**src/rtl/wpctl_pkg.sv**
```systemverilog
package wpctl_pkg;

  typedef struct packed {
    logic       lock;
    logic [1:0] zone;
  } nv_bits_t;

  typedef enum logic {
    CYC_ARRAY  = 1'b0,
    CYC_STATUS = 1'b1
  } cyc_kind_t;

  // Zone decode on the two most significant address bits.
  function automatic logic zone_hit(input logic [1:0] zone, input logic [1:0] top2);
    logic hit;
    case (zone)
      2'b00:   hit = 1'b0;
      2'b01:   hit = (top2 == 2'b11);
      2'b10:   hit = top2[1];
      default: hit = 1'b1;
    endcase
    return hit;
  endfunction

  function automatic logic [7:0] pack_status(input nv_bits_t nv, input logic wel, input logic wip);
    return {nv.lock, 3'b000, nv.zone, wel, wip};
  endfunction

  function automatic nv_bits_t stage_from(input logic [7:0] d);
    nv_bits_t n;
    n.lock = d[7];
    n.zone = d[3:2];
    return n;
  endfunction

endpackage

```
**src/rtl/wpctl_zone.sv**
```systemverilog
module wpctl_zone
  import wpctl_pkg::*;
#(
  parameter int AW = 14,
  parameter int PW = 6
) (
  input  logic [1:0]    zone,
  input  logic [AW-1:0] addr,
  output logic          hit
);
  localparam logic [AW-1:0] PAGE_MASK = ~((AW'(1) << PW) - AW'(1));

  logic [AW-1:0] page_base;

  always_comb begin
    page_base = addr & PAGE_MASK;
    hit       = zone_hit(zone, page_base[AW-1 -: 2]);
  end
endmodule

```
**src/rtl/wpctl_gate.sv**
```systemverilog
module wpctl_gate (
  input  logic wel,
  input  logic wip,
  input  logic lock,
  input  logic wp_n,
  input  logic cmd_wrsr,
  input  logic cmd_write,
  input  logic wr_hit,
  output logic hpm,
  output logic wrsr_go,
  output logic write_go
);
  logic armed;

  always_comb begin
    armed    = wel & ~wip;
    hpm      = lock & ~wp_n;
    wrsr_go  = cmd_wrsr & armed & ~hpm;
    write_go = cmd_write & armed & ~wr_hit & ~cmd_wrsr;
  end
endmodule

```
**src/rtl/wpctl_regs.sv**
```systemverilog
module wpctl_regs
  import wpctl_pkg::*;
(
  input  logic       clk,
  input  logic       rst_n,
  input  logic       soft_rst,
  input  logic       cmd_wren,
  input  logic       cmd_wrdi,
  input  logic       wrsr_go,
  input  logic       write_go,
  input  logic [7:0] wrsr_data,
  input  logic       cycle_done,
  output nv_bits_t   nv_q,
  output logic       wel_q,
  output logic       wip_q,
  output logic       evt_done
);
  nv_bits_t  pend_q;
  cyc_kind_t kind_q;

  assign evt_done = wip_q & cycle_done & ~soft_rst;

  always_ff @(posedge clk or negedge rst_n) begin
    if (!rst_n) begin
      nv_q   <= '0;
      pend_q <= '0;
      kind_q <= CYC_ARRAY;
      wel_q  <= 1'b0;
      wip_q  <= 1'b0;
    end else if (soft_rst) begin
      wel_q <= 1'b0;
      wip_q <= 1'b0;
    end else if (wip_q) begin
      if (cycle_done) begin
        wip_q <= 1'b0;
        wel_q <= 1'b0;
        if (kind_q == CYC_STATUS) nv_q <= pend_q;
      end
    end else begin
      if (wrsr_go) begin
        wip_q  <= 1'b1;
        kind_q <= CYC_STATUS;
        pend_q <= stage_from(wrsr_data);
      end else if (write_go) begin
        wip_q  <= 1'b1;
        kind_q <= CYC_ARRAY;
      end
      if (cmd_wrdi)      wel_q <= 1'b0;
      else if (cmd_wren) wel_q <= 1'b1;
    end
  end
endmodule

```
**src/rtl/wpctl_status.sv**
```systemverilog
module wpctl_status
  import wpctl_pkg::*;
#(
  parameter int AW = 14,
  parameter int PW = 6
) (
  input  logic          clk,
  input  logic          rst_n,
  input  logic          soft_rst,
  input  logic          wp_n,
  input  logic          cmd_wren,
  input  logic          cmd_wrdi,
  input  logic          cmd_wrsr,
  input  logic [7:0]    wrsr_data,
  input  logic          cmd_write,
  input  logic [AW-1:0] wr_addr,
  input  logic          cycle_done,
  input  logic [AW-1:0] chk_addr,
  output logic [7:0]    status,
  output logic          wr_ok,
  output logic          addr_locked,
  output logic          wrsr_start,
  output logic          write_start
);
  localparam int NZ = 2;

  nv_bits_t      nv;
  logic          wel, wip, hpm, wr_hit, evt_done;
  logic          wrsr_go, write_go;
  logic [AW-1:0] zaddr [NZ];
  logic [NZ-1:0] zhit;

  assign zaddr[0] = chk_addr;
  assign zaddr[1] = wr_addr;

  for (genvar gi = 0; gi < NZ; gi++) begin : g_zone
    wpctl_zone #(.AW(AW), .PW(PW)) u_zone (
      .zone (nv.zone),
      .addr (zaddr[gi]),
      .hit  (zhit[gi])
    );
  end

  assign addr_locked = zhit[0];
  assign wr_hit      = zhit[1];

  wpctl_gate u_gate (
    .wel       (wel),
    .wip       (wip),
    .lock      (nv.lock),
    .wp_n      (wp_n),
    .cmd_wrsr  (cmd_wrsr),
    .cmd_write (cmd_write),
    .wr_hit    (wr_hit),
    .hpm       (hpm),
    .wrsr_go   (wrsr_go),
    .write_go  (write_go)
  );

  wpctl_regs u_regs (
    .clk        (clk),
    .rst_n      (rst_n),
    .soft_rst   (soft_rst),
    .cmd_wren   (cmd_wren),
    .cmd_wrdi   (cmd_wrdi),
    .wrsr_go    (wrsr_go),
    .write_go   (write_go),
    .wrsr_data  (wrsr_data),
    .cycle_done (cycle_done),
    .nv_q       (nv),
    .wel_q      (wel),
    .wip_q      (wip),
    .evt_done   (evt_done)
  );

  assign status      = pack_status(nv, wel, wip);
  assign wr_ok       = wel & ~wip;
  assign wrsr_start  = wrsr_go & ~soft_rst;
  assign write_start = write_go & ~soft_rst;
endmodule

```
**config.mk**
```make
export PLATFORM = sky130hd
export DESIGN_NAME = wpctl_status
export DESIGN_NICKNAME = d
export VERILOG_FILES = /design/src/rtl/wpctl_pkg.sv /design/src/rtl/wpctl_zone.sv /design/src/rtl/wpctl_gate.sv /design/src/rtl/wpctl_regs.sv /design/src/rtl/wpctl_status.sv
export SDC_FILE = /design/constraint.sdc
export NUM_CORES = 1
export LEC_CHECK = 0
export ABC_AREA = 1
export ABC_CLOCK_PERIOD_IN_PS = 1800
export BUFFER_PORTS_ARGS = -buffer_cell sky130_fd_sc_hd__buf_2
export CAP_MARGIN = 5
export CORE_MARGIN = 5
export CORE_UTILIZATION = 33
export CTS_CLUSTER_DIAMETER = 30
export DETAILED_ROUTE_END_ITERATION = 16
export PLACE_DENSITY = 0.82
export SYNTH_ARGS = -nofsm -noshare
export SYNTH_HDL_FRONTEND = slang
export SYNTH_HIERARCHICAL = 1
export SYNTH_SLANG_ARGS = --single-unit
```
**constraint.sdc**
```tcl
create_clock -name clk -period 1.8 [get_ports clk]
set_clock_uncertainty 0.15 [all_clocks]
set_input_delay 0.36 -clock clk [delete_from_list [all_inputs] [get_ports clk]]
set_output_delay 0.36 -clock clk [all_outputs]
set_load 0.01 [all_outputs]
```
* Yosys cells after proc, flatten, opt, wreduce, memory -nomap -nowiden
Index checks and enable logic that the tools add are counted.
** Word-level totals
- Input bits :: 45
- Bits in registers :: 9
- Output and inout port bits :: 12
- Logic and storage cells :: 48
** Operators by class
- Bitwise gates (word level) :: 15
- Equality and inequality tests :: 5
- Reductions and logical operators :: 7
- Muxes and demuxes :: 14
** Operator list (count)
- 2-to-1 mux 1 bit :: 12
- bitwise AND 1 bit :: 9
- equality test 2 bit, second input constant :: 3
- inverter 1 bit :: 6
- case mux 1 bit (3 select lines) :: 2
- AND reduction 3 bit :: 2
- AND reduction 4 bit :: 1
- nonzero test 4 bit :: 1
- inequality test 3 bit, second input constant :: 1
- equality test 2 x 1 -> 1 bit, second input constant :: 1
- logical NOT 2 bit :: 1
- AND reduction 2 bit :: 1
- nonzero test 2 bit :: 1

* Logic depth before layout (Yosys ltp)
Gate-level depths: netlist (run 1).
- Word-level depth :: 9
- Gate-level depth with buffers :: 8
- Mapped depth without buffers :: 8

* By module
Netlist (run 1), hierarchy kept.
** By module, submodules not included
- wpctl_regs :: cells each 47, times used 1, area each 395.4 um^2, sequential area each 225.2 um^2
- wpctl_status :: cells each 12, times used 1, area each 63.8 um^2, sequential area each 0.0 um^2
- wpctl_gate :: cells each 9, times used 1, area each 40.0 um^2, sequential area each 0.0 um^2
- wpctl_zone :: cells each 3, times used 2, area each 13.8 um^2, sequential area each 0.0 um^2

* Worst setup path before layout (run 1)
Ideal clock, no wire load.
- Path type :: flip-flop to output port
- Start :: reg u_regs/nv_q[0] (netlist bit)
- End :: out write_start
- Buffers on the path :: 0
- Arrival time :: 1.082 ns
- Data required time :: 1.290 ns
- Slack :: 0.208 ns
- Cell stages (with the launch flop) :: 8
- Path through :: dfrtp_1 > o21ai_1 > nand2_1 > nor2_1 > nand2_1 > nor2_2 > inv_1 > nor2_1
** Between the ends
- Word-level cells in the longest chain between the ends :: 6
- Elaborated cells on any way between the ends :: 8
- Classes of those cells :: eq/ne: 2; mux: 1; bitwise: 4; reduce/logical: 1
** Ends and longest elaborated chain
- start: declaration :: RTL line wpctl_regs.sv:13 : output nv_bits_t nv_q,
- start signal: assignment :: RTL line wpctl_regs.sv:37 : if (kind_q == CYC_STATUS) nv_q <= pend_q;
- equality test 2 bit, or another cell as far along :: RTL line wpctl_pkg.sv:16 : case (zone)
- case mux 1 bit (3 select lines) * :: RTL line wpctl_pkg.sv:16
- net wr_hit :: RTL line wpctl_status.sv:28 : logic wel, wip, hpm, wr_hit, evt_done;
- inverter 1 bit * :: RTL line wpctl_gate.sv:19 : write_go = cmd_write & armed & ~wr_hit & ~cmd_wrsr;
- bitwise AND 1 bit * (2 in series) :: RTL line wpctl_gate.sv:19
- net write_go :: RTL line wpctl_status.sv:29 : logic wrsr_go, write_go;
- bitwise AND 1 bit * :: RTL line wpctl_status.sv:79 : assign write_start = write_go & ~soft_rst;
- end: declaration :: RTL line wpctl_status.sv:23 : output logic write_start
Mark *: on every way through the listed nets, which the timed path passes. The rest lies on a longest branch.

* Final worst setup path (run 1)
Same ends and word-level chain as after synthesis.

==> summary.md, run 1 <==
| Metric | Value |
|---|---|
| # nets final | `about 150` |
| Commonest non-fill, non-tap cell in the layout | `buf_2` |
| Overall routing resource usage | `between 10% and 20%` |
| Stages on worst setup path | `8` |
| Die Span Y | `between 40 and 50 um` |
| Total number of vias | `about 560` |
| Die area | `about 2500 um^2` |
| # diodes | `0` |
| Count of pins over their slew limit | `0` |
| Core Region | `around 1500 um^2` |
| CTS tree | `built` |
| Hold Path Depth | `3` |
| Final period util | `107%` |
| Worst Setup End Kind | `primary output` |
| Critical path's top delay family | `flip-flops` |
| Post-synthesis average cell area | `about 7 um^2` |
| Clock-pin slew on the worst setup and hold paths | `0.06 ns` |
| Crit Path Max Fanout | `5` |
| # setup viols final | `1` |
| Reg2reg path depth | `11` |
| First-pass detailed-route iteration total | `4` |
| Crit path time final | `1.92 ns` |
| DR WL/cell | `approximately 10 um` |
| Root Buffer | `clkbuf_4` |
| WP data arrival | `between 1 and 1.5 ns` |
| PortBufs | `24` |
| Biggest cell delay along the critical path | `between 0.4 and 0.5 ns` |
| Final setup TNS | `-0.123 ns` |
| First-pass GRT wire length | `between 2000 and 2500 um` |
| Grt ovf | `0` |
| Area Growth Syn to Fin | `39.5%` |
| Worst path cell trace | `o21ai_2, nand2_1, nor2_1, nand2_1, nor2_2, inv_1, nor2_1, buf_2` |
| Hold Crit Class | `in2reg` |
| Crit path buf inv count | `2` |
| Clk buf depth | `2` |
| Max Cap Viol | `0` |
| Clock latency on the worst-skew pair | `about 0.25 ns` |
| Total chip power | `0.592 mW` |
| Mapped Area | `523 um^2` |
| RSZ-0062 raised after global routing | `yes` |
| Synthesized instance count | `73` |
| Warnings, synthesis | `6` |
| P_leak | `between 0.4 and 0.5 nW` |
| Gp weighted congestion | `0.806` |
| Initial antenna violation count | `0` |
| Failing checks | `negative setup slack` |
| Final WL | `1250 um` |
| Die Width | `approximately 50 um` |
| 1st-iter DRT viols | `6` |
| Reg area | `~230 um^2` |
| Row count | `14` |
| CTS buffer count | `3` |
| Multi-input logic area | `around 240 um^2` |
| DRC viols | `0` |
| Layout fillers | `170` |
| Maximum clock rate | `0.520 GHz` |
| Outcome | `finished, violations left` |
| Share of cells above drive strength 1 | `a little over two fifths` |
| ANT nets after route | `0` |
| DR vias/cell | `4.58` |
| Clock Sinks | `9` |
| Final hold violation count | `0` |
| # H-tree levels | `1` |
| Final WS setup | `-0.123 ns` |
| Crit-path slowest cell | `dfrtp_1` |
| Final core occ | `about half` |
| Vias in the first global route | `around 530` |
| Kind of critical path | `reg2out` |
| Crit path required time | `~1.3 ns` |
| Peak supply drop | `0.406 mV` |
| Power per standard cell area | `approximately 810 nW/um^2` |
| Initial Util | `a little over a third` |
| Inst Count DP | `approximately 110` |
| Worst setup SP type | `flop` |
| Most frequent cells in the layout | `buf_2, nand2_1, nand3_1, dfrtp_1, buf_4` |
| Finished Layout Cells | `roughly 120` |
| HPWL after detailed placement | `993 um` |
| I/O pin count | `57` |
| Largest net degree at the start of global routing | `10` |
==> power breakdown <==
group | internal, mW | leakage [nW] | switching (mW)
Combinational | 0.0711 | 0.297 | 0.0870
Clock | 0.0851 | 0.0150 | 0.0657
Sequential | 0.249 | 0.116 | 0.0335
==> sequential cells by signal, summed over array words and instances, names as in the netlist <==
name and cells:
u_regs/nv_q 3, u_regs/wel_q 1, u_regs/kind_q 1, u_regs/pend_q 3, u_regs/wip_q 1
==> per-layer routing <==
layer	routed length, um	GRT usage, %
met1	545	13.7
met2	533	16.3
met3	161	3.92
met4	7	6.55
met5	0	0
==> worst register-to-register path, delay by kind of cell, from the launching register on <==
family | cells | cell delay (ns)
AO/OA/AOI/OAI | 1 | 0.13
buffers and inverters | 3 | 0.29
AND/OR/NAND/NOR | 7 | 0.54
flip-flops | 1 | 0.42
==> timing repair <==
action / in CTS / in global routing
gates resized for setup: 1 / 2
endpoints found under the hold margin: 9 / 0
setup endpoints to repair: 2 / 4
hold buffers: 1 / 0
buffers inserted: 7 / 2
pin swaps: 3 / 1
==> path summary, 6_finish.rpt <==
kind | start | endpoint | slack (ns)
min in group asynchronous | rst_n | u_regs/nv_q[2] | 0.33
worst max register to register | u_regs/nv_q[0] | u_regs/kind_q | 0.15
worst max-delay path | u_regs/nv_q[0] | write_start | -0.12
worst min register to register | u_regs/pend_q[0] | u_regs/pend_q[0] | 0.33
max in group asynchronous | rst_n | u_regs/wip_q | 0.98
worst min-delay path | wrsr_data[3] | u_regs/pend_q[1] | 0.20
==> area by class of cell <==
cell class	count	share of cell area (%)
multi-input cells	52	32.9
flip-flops and latches	9	31.0
repair buffers	32	25.0
inverters	9	4.63
clock buffers	4	3.60
well taps	16	2.74
==> per-stage QoR <==
step | hold slack (ns) | worst slack (ns) | cell area (um^2)
after global routing | 0.190 | -0.239 | 729
final | 0.201 | -0.123 | 729
after CTS | 0.198 | -0.147 | 731
after floorplan | -0.0856 | 0.208 | 531
after global placement | 0.0666 | 0.111 | 641
after detailed placement | 0.0733 | 0.0707 | 641
(Power assumes the default switching activity.)
==> run 2: changes to the inputs <==
Settings changed: CTS_BUF_LIST set to sky130_fd_sc_hd__clkbuf_8 sky130_fd_sc_hd__clkbuf_16, SETUP_SLACK_MARGIN set to 0.1.
==> summary.md, run 2 (synthesis gave the netlist of run 1 again) <==
| Metric | Value |
|---|---|
| Outcome | `finished, violations left` |
| Failing checks | `negative setup slack` |
| Row count | `14 (unchanged)` |
| Area after DPL | `641 um^2 (unchanged)` |
| Crit path buf inv count | `2 (unchanged)` |
| # setup viols final | `1 (unchanged)` |
| Regs by FF count | `u_regs/nv_q: 3 flops, u_regs/pend_q: 3 flops` |
| DRC viols | `0 (unchanged)` |
| Final core occ | `51.8% (+3.4 points)` |
| # H-tree levels | `1 (unchanged)` |
| Clk buf depth | `2 (unchanged)` |
| Hold Crit Class | `in2reg` |
| Vias in the first global route | `552 (+5.1%)` |
| Core Region | `1510 um^2 (unchanged)` |
| Reg2Reg Launch Point | `u_regs/nv_q[0]` |
| First-pass detailed-route iteration total | `2 (-2)` |
| Layout fillers | `162 (-4.7%)` |
| Met2 WL post-DR | `624 um (+17%)` |
| Final WS setup | `-0.0768 ns (+0.0460 ns)` |
| Final WL | `1330 um (+6.7%)` |
| Die area | `2480 um^2 (unchanged)` |
| Initial Util | `34.7% (unchanged)` |
| Largest net degree at the start of global routing | `10 (unchanged)` |
| DR vias/cell | `4.63 (+1.1%)` |
| Switch share | `29.6% (-1.9 points)` |
| Peak supply drop | `0.396 mV (-2.6%)` |
| PortBufs | `24 (unchanged)` |
| Final setup TNS | `-0.0768 ns (+0.0460 ns)` |
| Crit path from | `u_regs/nv_q[0]` |
| Pint | `0.472 mW (+17%)` |
| HPWL after detailed placement | `993 um (unchanged)` |
| CTS tree | `built` |
| Maximum clock rate | `0.533 GHz (+2.5%)` |
| Clock Sinks | `9 (unchanged)` |
| Hold_sp | `wrsr_data[3]` |
| Crit path required time | `1.29 ns (about the same)` |
| Stages on worst setup path | `8 (unchanged)` |
| Final hold violation count | `0 (unchanged)` |
| # diodes | `0 (unchanged)` |
| Finished Layout Cells | `123 (+0.82%)` |
| Crit Path Max Fanout | `5 (unchanged)` |
| Share of cells above drive strength 1 | `47.7% (+5.2 points)` |
| Clock latency on the worst-skew pair | `0.23 ns (-0.02 ns)` |
| Root Buffer | `clkbuf_8` |
| 1st-iter DRT viols | `7 (+1)` |
| Logic pwr share | `24.6% (-2.1 points)` |
| Overall routing resource usage | `12.0% (+0.87 points)` |
| ANT nets after route | `0 (unchanged)` |
| CTS buffer count | `3 (unchanged)` |
| Highest metal used | `met4` |
| Worst path cell trace | `o21ai_2, nand2_1, nor2_1, nand2_1, nor2_2, inv_1, nor2_1, buf_2` |
| Reg2reg path depth | `11 (unchanged)` |
| Inst Count DP | `111 (unchanged)` |
| Hold Path Depth | `3 (unchanged)` |
| Max Cap Viol | `0 (unchanged)` |
| WP data arrival | `1.37 ns (-0.04 ns)` |
| Reg power frac | `42.6% (-5.2 points)` |
| Initial antenna violation count | `0 (unchanged)` |
| Total chip power | `0.671 mW (+13%)` |
| Post-route cell area | `781 um^2 (+7.0%)` |
| Die Span Y | `49.8 um (unchanged)` |
| Final period util | `104% (-2.6 points)` |
| Critical path's top delay family | `flip-flops` |
| Total number of vias | `570 (+2.0%)` |
| Power per standard cell area | `859 nW/um^2 (+6.0%)` |
| Count of pins over their slew limit | `0 (unchanged)` |
| Most frequent cells in the layout | `buf_2, nand2_1, dfrtp_1, nand3_1, buf_4` |
| Routed met1 length | `539 um (-1.1%)` |
| Crit-path slowest cell | `dfrtp_1` |
| Clock-pin slew on the worst setup and hold paths | `0.04 ns (-0.02 ns)` |
| I/O pin count | `57 (unchanged)` |
| Worst hold margin | `0.234 ns (+0.0324 ns)` |
| Dpl ws | `0.0707 ns (unchanged)` |
| Grt ovf | `0 (unchanged)` |
| Area Growth Syn to Fin | `49.3%` |
| RSZ-0062 raised after global routing | `yes` |
| First-pass GRT wire length | `2320 um (+6.3%)` |
| DR WL/cell | `10.8 um (+5.9%)` |
| Kind of critical path | `reg2out` |
| Met3 wire length | `160 um (-0.62%)` |
| Clk pwr share | `32.8% (+7.3 points)` |
| Worst setup SP type | `flop` |
| Crit path time final | `1.88 ns (-0.0460 ns)` |
| Gp weighted congestion | `0.806 (unchanged)` |
| Die Width | `49.8 um (unchanged)` |
| # nets final | `153 (+0.66%)` |
| Worst Setup End Kind | `primary output` |
| Biggest cell delay along the critical path | `0.42 ns (about the same)` |
| Sw Pwr | `0.199 mW (+6.6%)` |
| Commonest non-fill, non-tap cell in the layout | `buf_2` |
| P_leak | `0.447 nW (+4.4%)` |
[run 2: cell count changes in the layout (fill, tap and decap cells not counted), sizes merged]
cell	before	now
clkbuf	4	3
buf	31	32
inv	9	10
[run 2: final timing paths]
path / to / slack, ns
max: write_start / -0.08
min: u_regs/pend_q[1] / 0.23
max reg2reg: u_regs/kind_q / 0.19
min reg2reg: u_regs/pend_q[1] / 0.33
max in group asynchronous: u_regs/wip_q / 0.93
min in group asynchronous: u_regs/nv_q[2] / 0.37
[run 2: metal layers]
layer  global-route usage [%]  up-vias
li1                         -      291
met4                     6.55        0
met1                     14.1      255
met3                     4.82        2
met2                     18.2       22
met5                        0        -
[run 2: cell type report]
type	instances	area (um^2)	area share [%]
Multi-Input combinational cell	52	258	33.0
Sequential cell	9	226	29.0
Timing Repair Buffer	33	198	25.3
Clock buffer	3	41.3	5.29
Inverter	9	33.8	4.33
Tap cell	16	20.0	2.56
Clock inverter	1	3.75	0.481
[run 2: repair_timing]
action,CTS,global route
gates resized for setup,7,6
setup buffers,7,2
pin swaps,5,4
hold buffers,1,0
endpoints found under the setup margin,2,4
endpoints found under the hold margin,9,0
[run 2: power groups by stage]
stage	Clock [mW]	Sequential [mW]	Combinational (mW)
6_report	0.220	0.286	0.165
5_1_grt	0.249	0.291	0.187
4_1_cts	0.230	0.282	0.162
3_5_place_dp	0	0.287	0.141
3_3_place_gp	0	0.285	0.136
2_1_floorplan	0	0.286	0.0849
[run 2: worst register-to-register path, cell delays in order (launching register included)]
cell     delay, ns
dfrtp_1       0.42
o21ai_2       0.13
nand2_1       0.06
nor2_1        0.09
nand2_1       0.07
nor2_2        0.11
buf_4         0.13
buf_6         0.08
buf_6         0.08
nand3_2       0.06
nand2_1       0.07
nand2_1       0.05
==> run 3: changes to the inputs <==
Settings changed: ABC_CLOCK_PERIOD_IN_PS 1800 to 1750.
Clock period 1.8 ns to 1.75 ns, I/O delays scaled along.
==> summary.md, run 3 (synthesis gave the netlist of run 1 again) <==
| Metric | Value |
|---|---|
| Area Growth Syn to Fin | `45.5%` |
| Final WS setup | `-0.110 ns (-0.0329 ns)` |
| Share of cells above drive strength 1 | `45.3% (-2.4 points)` |
| DR WL/cell | `10.8 um (-0.16%)` |
| Layout fillers | `154 (-4.9%)` |
| Worst hold margin | `0.215 ns (-0.0189 ns)` |
| Largest net degree at the start of global routing | `10 (unchanged)` |
| Die Span Y | `49.8 um (unchanged)` |
| PortBufs | `24 (unchanged)` |
| ANT nets after route | `0 (unchanged)` |
| Core Region | `1510 um^2 (unchanged)` |
| Most frequent cells in the layout | `buf_2, nand2_1, dfrtp_1, nand3_1, buf_4` |
| Die area | `2480 um^2 (unchanged)` |
| Worst Setup End Kind | `primary output` |
| P_leak | `0.438 nW (-2.0%)` |
| # H-tree levels | `1 (unchanged)` |
| Biggest cell delay along the critical path | `0.38 ns (-0.04 ns)` |
| Gp weighted congestion | `0.806 (about the same)` |
| # setup viols final | `1 (unchanged)` |
| Reg2Reg Launch Point | `u_regs/nv_q[0]` |
| Final hold violation count | `0 (unchanged)` |
| Total number of vias | `568 (-0.35%)` |
| Crit path time final | `approximately 1.9 ns` |
| Max Cap Viol | `0 (unchanged)` |
| Maximum clock rate | `0.538 GHz` |
| HPWL after detailed placement | `950 um (-4.3%)` |
| Worst path cell trace | `o21ai_1, nand2_1, nor2_1, nand2_1, nor2_2, inv_1, nor2_1, buf_2` |
| CTS tree | `built` |
| Grt ovf | `0 (unchanged)` |
| First-pass GRT wire length | `2030 um (-13%)` |
| Vias in the first global route | `486 (-12%)` |
| Clk buf depth | `2 (unchanged)` |
| Initial Util | `34.7% (unchanged)` |
| WP data arrival | `1.36 ns (about the same)` |
| Kind of critical path | `reg2out` |
| Regs by FF count | `u_regs/nv_q: 3 flops, u_regs/pend_q: 3 flops` |
| DRC viols | `0 (unchanged)` |
| Critical path's top delay family | `simple AND/OR/NAND/NOR gates` |
| Peak supply drop | `0.476 mV (+20%)` |
| DR vias/cell | `4.66 (+0.47%)` |
| Hold Crit Class | `in2reg` |
| Root Buffer | `clkbuf_8` |
| I/O pin count | `57 (unchanged)` |
| Failing checks | `negative setup slack` |
| Crit path from | `u_regs/nv_q[0]` |
| Count of pins over their slew limit | `0 (unchanged)` |
| # diodes | `0 (unchanged)` |
| Die Width | `49.8 um (unchanged)` |
| Row count | `14 (unchanged)` |
| Initial antenna violation count | `0 (unchanged)` |
| Outcome | `finished, violations left` |
| Crit path required time | `1.25 ns (-0.04 ns)` |
| Final period util | `106%` |
| 1st-iter DRT viols | `9 (+2)` |
| Overall routing resource usage | `10.7% (-1.2 points)` |
| Hold_sp | `cmd_wrdi` |
| Clock latency on the worst-skew pair | `0.23 ns (about the same)` |
| Clock-pin slew on the worst setup and hold paths | `0.05 ns (about the same)` |
| Final WL | `1320 um (-0.98%)` |
| CTS buffer count | `3 (unchanged)` |
| Final setup TNS | `-0.110 ns (-0.0329 ns)` |
| Total chip power | `0.699 mW (+4.2%)` |
| Commonest non-fill, non-tap cell in the layout | `buf_2` |
| Crit-path slowest cell | `dfrtp_1` |
| Worst setup SP type | `flop` |
| Crit path buf inv count | `2 (unchanged)` |
| Clock Sinks | `9 (unchanged)` |
| First-pass detailed-route iteration total | `4 (+2)` |
| RSZ-0062 raised after global routing | `yes` |
| Crit Path Max Fanout | `3 (-2)` |
| # nets final | `152 (-0.65%)` |
| Power per standard cell area | `919 nW/um^2 (+7.0%)` |
==> run 3: metrics by stage <==
stage	cell area (um^2)	instances	setup WS [ns]	utilization [%]
floorplan	531	75	0.168	-
global placement	648	112	0.0802	43.0
detailed placement	648	112	0.0642	43.0
CTS	722	119	-0.0947	47.9
global route	761	122	-0.147	50.5
finish	761	122	-0.110	50.5
==> run 3: area by class of cell <==
cell class / count / area, um^2 / share of cell area, %
Timing Repair Buffer: 32 / 186 / 24.5
Inverter: 9 / 33.8 / 4.44
Clock buffer: 3 / 41.3 / 5.43
Tap cell: 16 / 20.0 / 2.63
Sequential cell: 9 / 226 / 29.8
Multi-Input combinational cell: 52 / 249 / 32.7
Clock inverter: 1 / 3.75 / 0.493
==> run 3: worst min-delay path: cells and delay by family <==
kind                   cells  cell delay [ns]
AND/OR/NAND/NOR            3             0.13
buffers and inverters      1             0.08
==> run 3: what timing repair did <==
| action | 4_1_cts | 5_1_grt |
|---|---|---|
| hold buffers | 1 | 0 |
| buffers inserted | 2 | 3 |
| endpoints found under the setup margin | 2 | 2 |
| hold endpoints to repair | 9 | 0 |
| resized for setup | 2 | 6 |
| pin swaps | 3 | 4 |
==> run 3: power breakdown <==
| part | switching [mW] | internal [mW] | total, mW | leakage, nW |
|---|---|---|---|---|
| clock | 0.0814 | 0.153 | 0.234 | 0.0269 |
| sequential | 0.0312 | 0.257 | 0.288 | 0.116 |
| combinational | 0.0962 | 0.0808 | 0.177 | 0.295 |
| total | 0.209 | 0.491 | 0.699 | 0.438 |
==> run 3: path summary, 6_finish.rpt <==
check / endpoint / slack [ns] / cells past startpoint
setup / recovery: write_start / -0.11 / 8
hold / removal: u_regs/wel_q / 0.21 / 4
setup reg to reg: u_regs/kind_q / 0.22 / 10
hold reg to reg: u_regs/pend_q[2] / 0.32 / 2
max in group asynchronous: u_regs/wip_q / 0.90 / 2
min in group asynchronous: u_regs/wel_q / 0.35 / 2
==> run 3: routing by layer <==
layer	up-vias	GRT usage [%]	part of all wire [%]
met2	25	14.6	46
li1	290	-	-
met5	-	0	0
met4	0	7.86	2.3
met3	3	4.52	11
met1	250	13.2	41
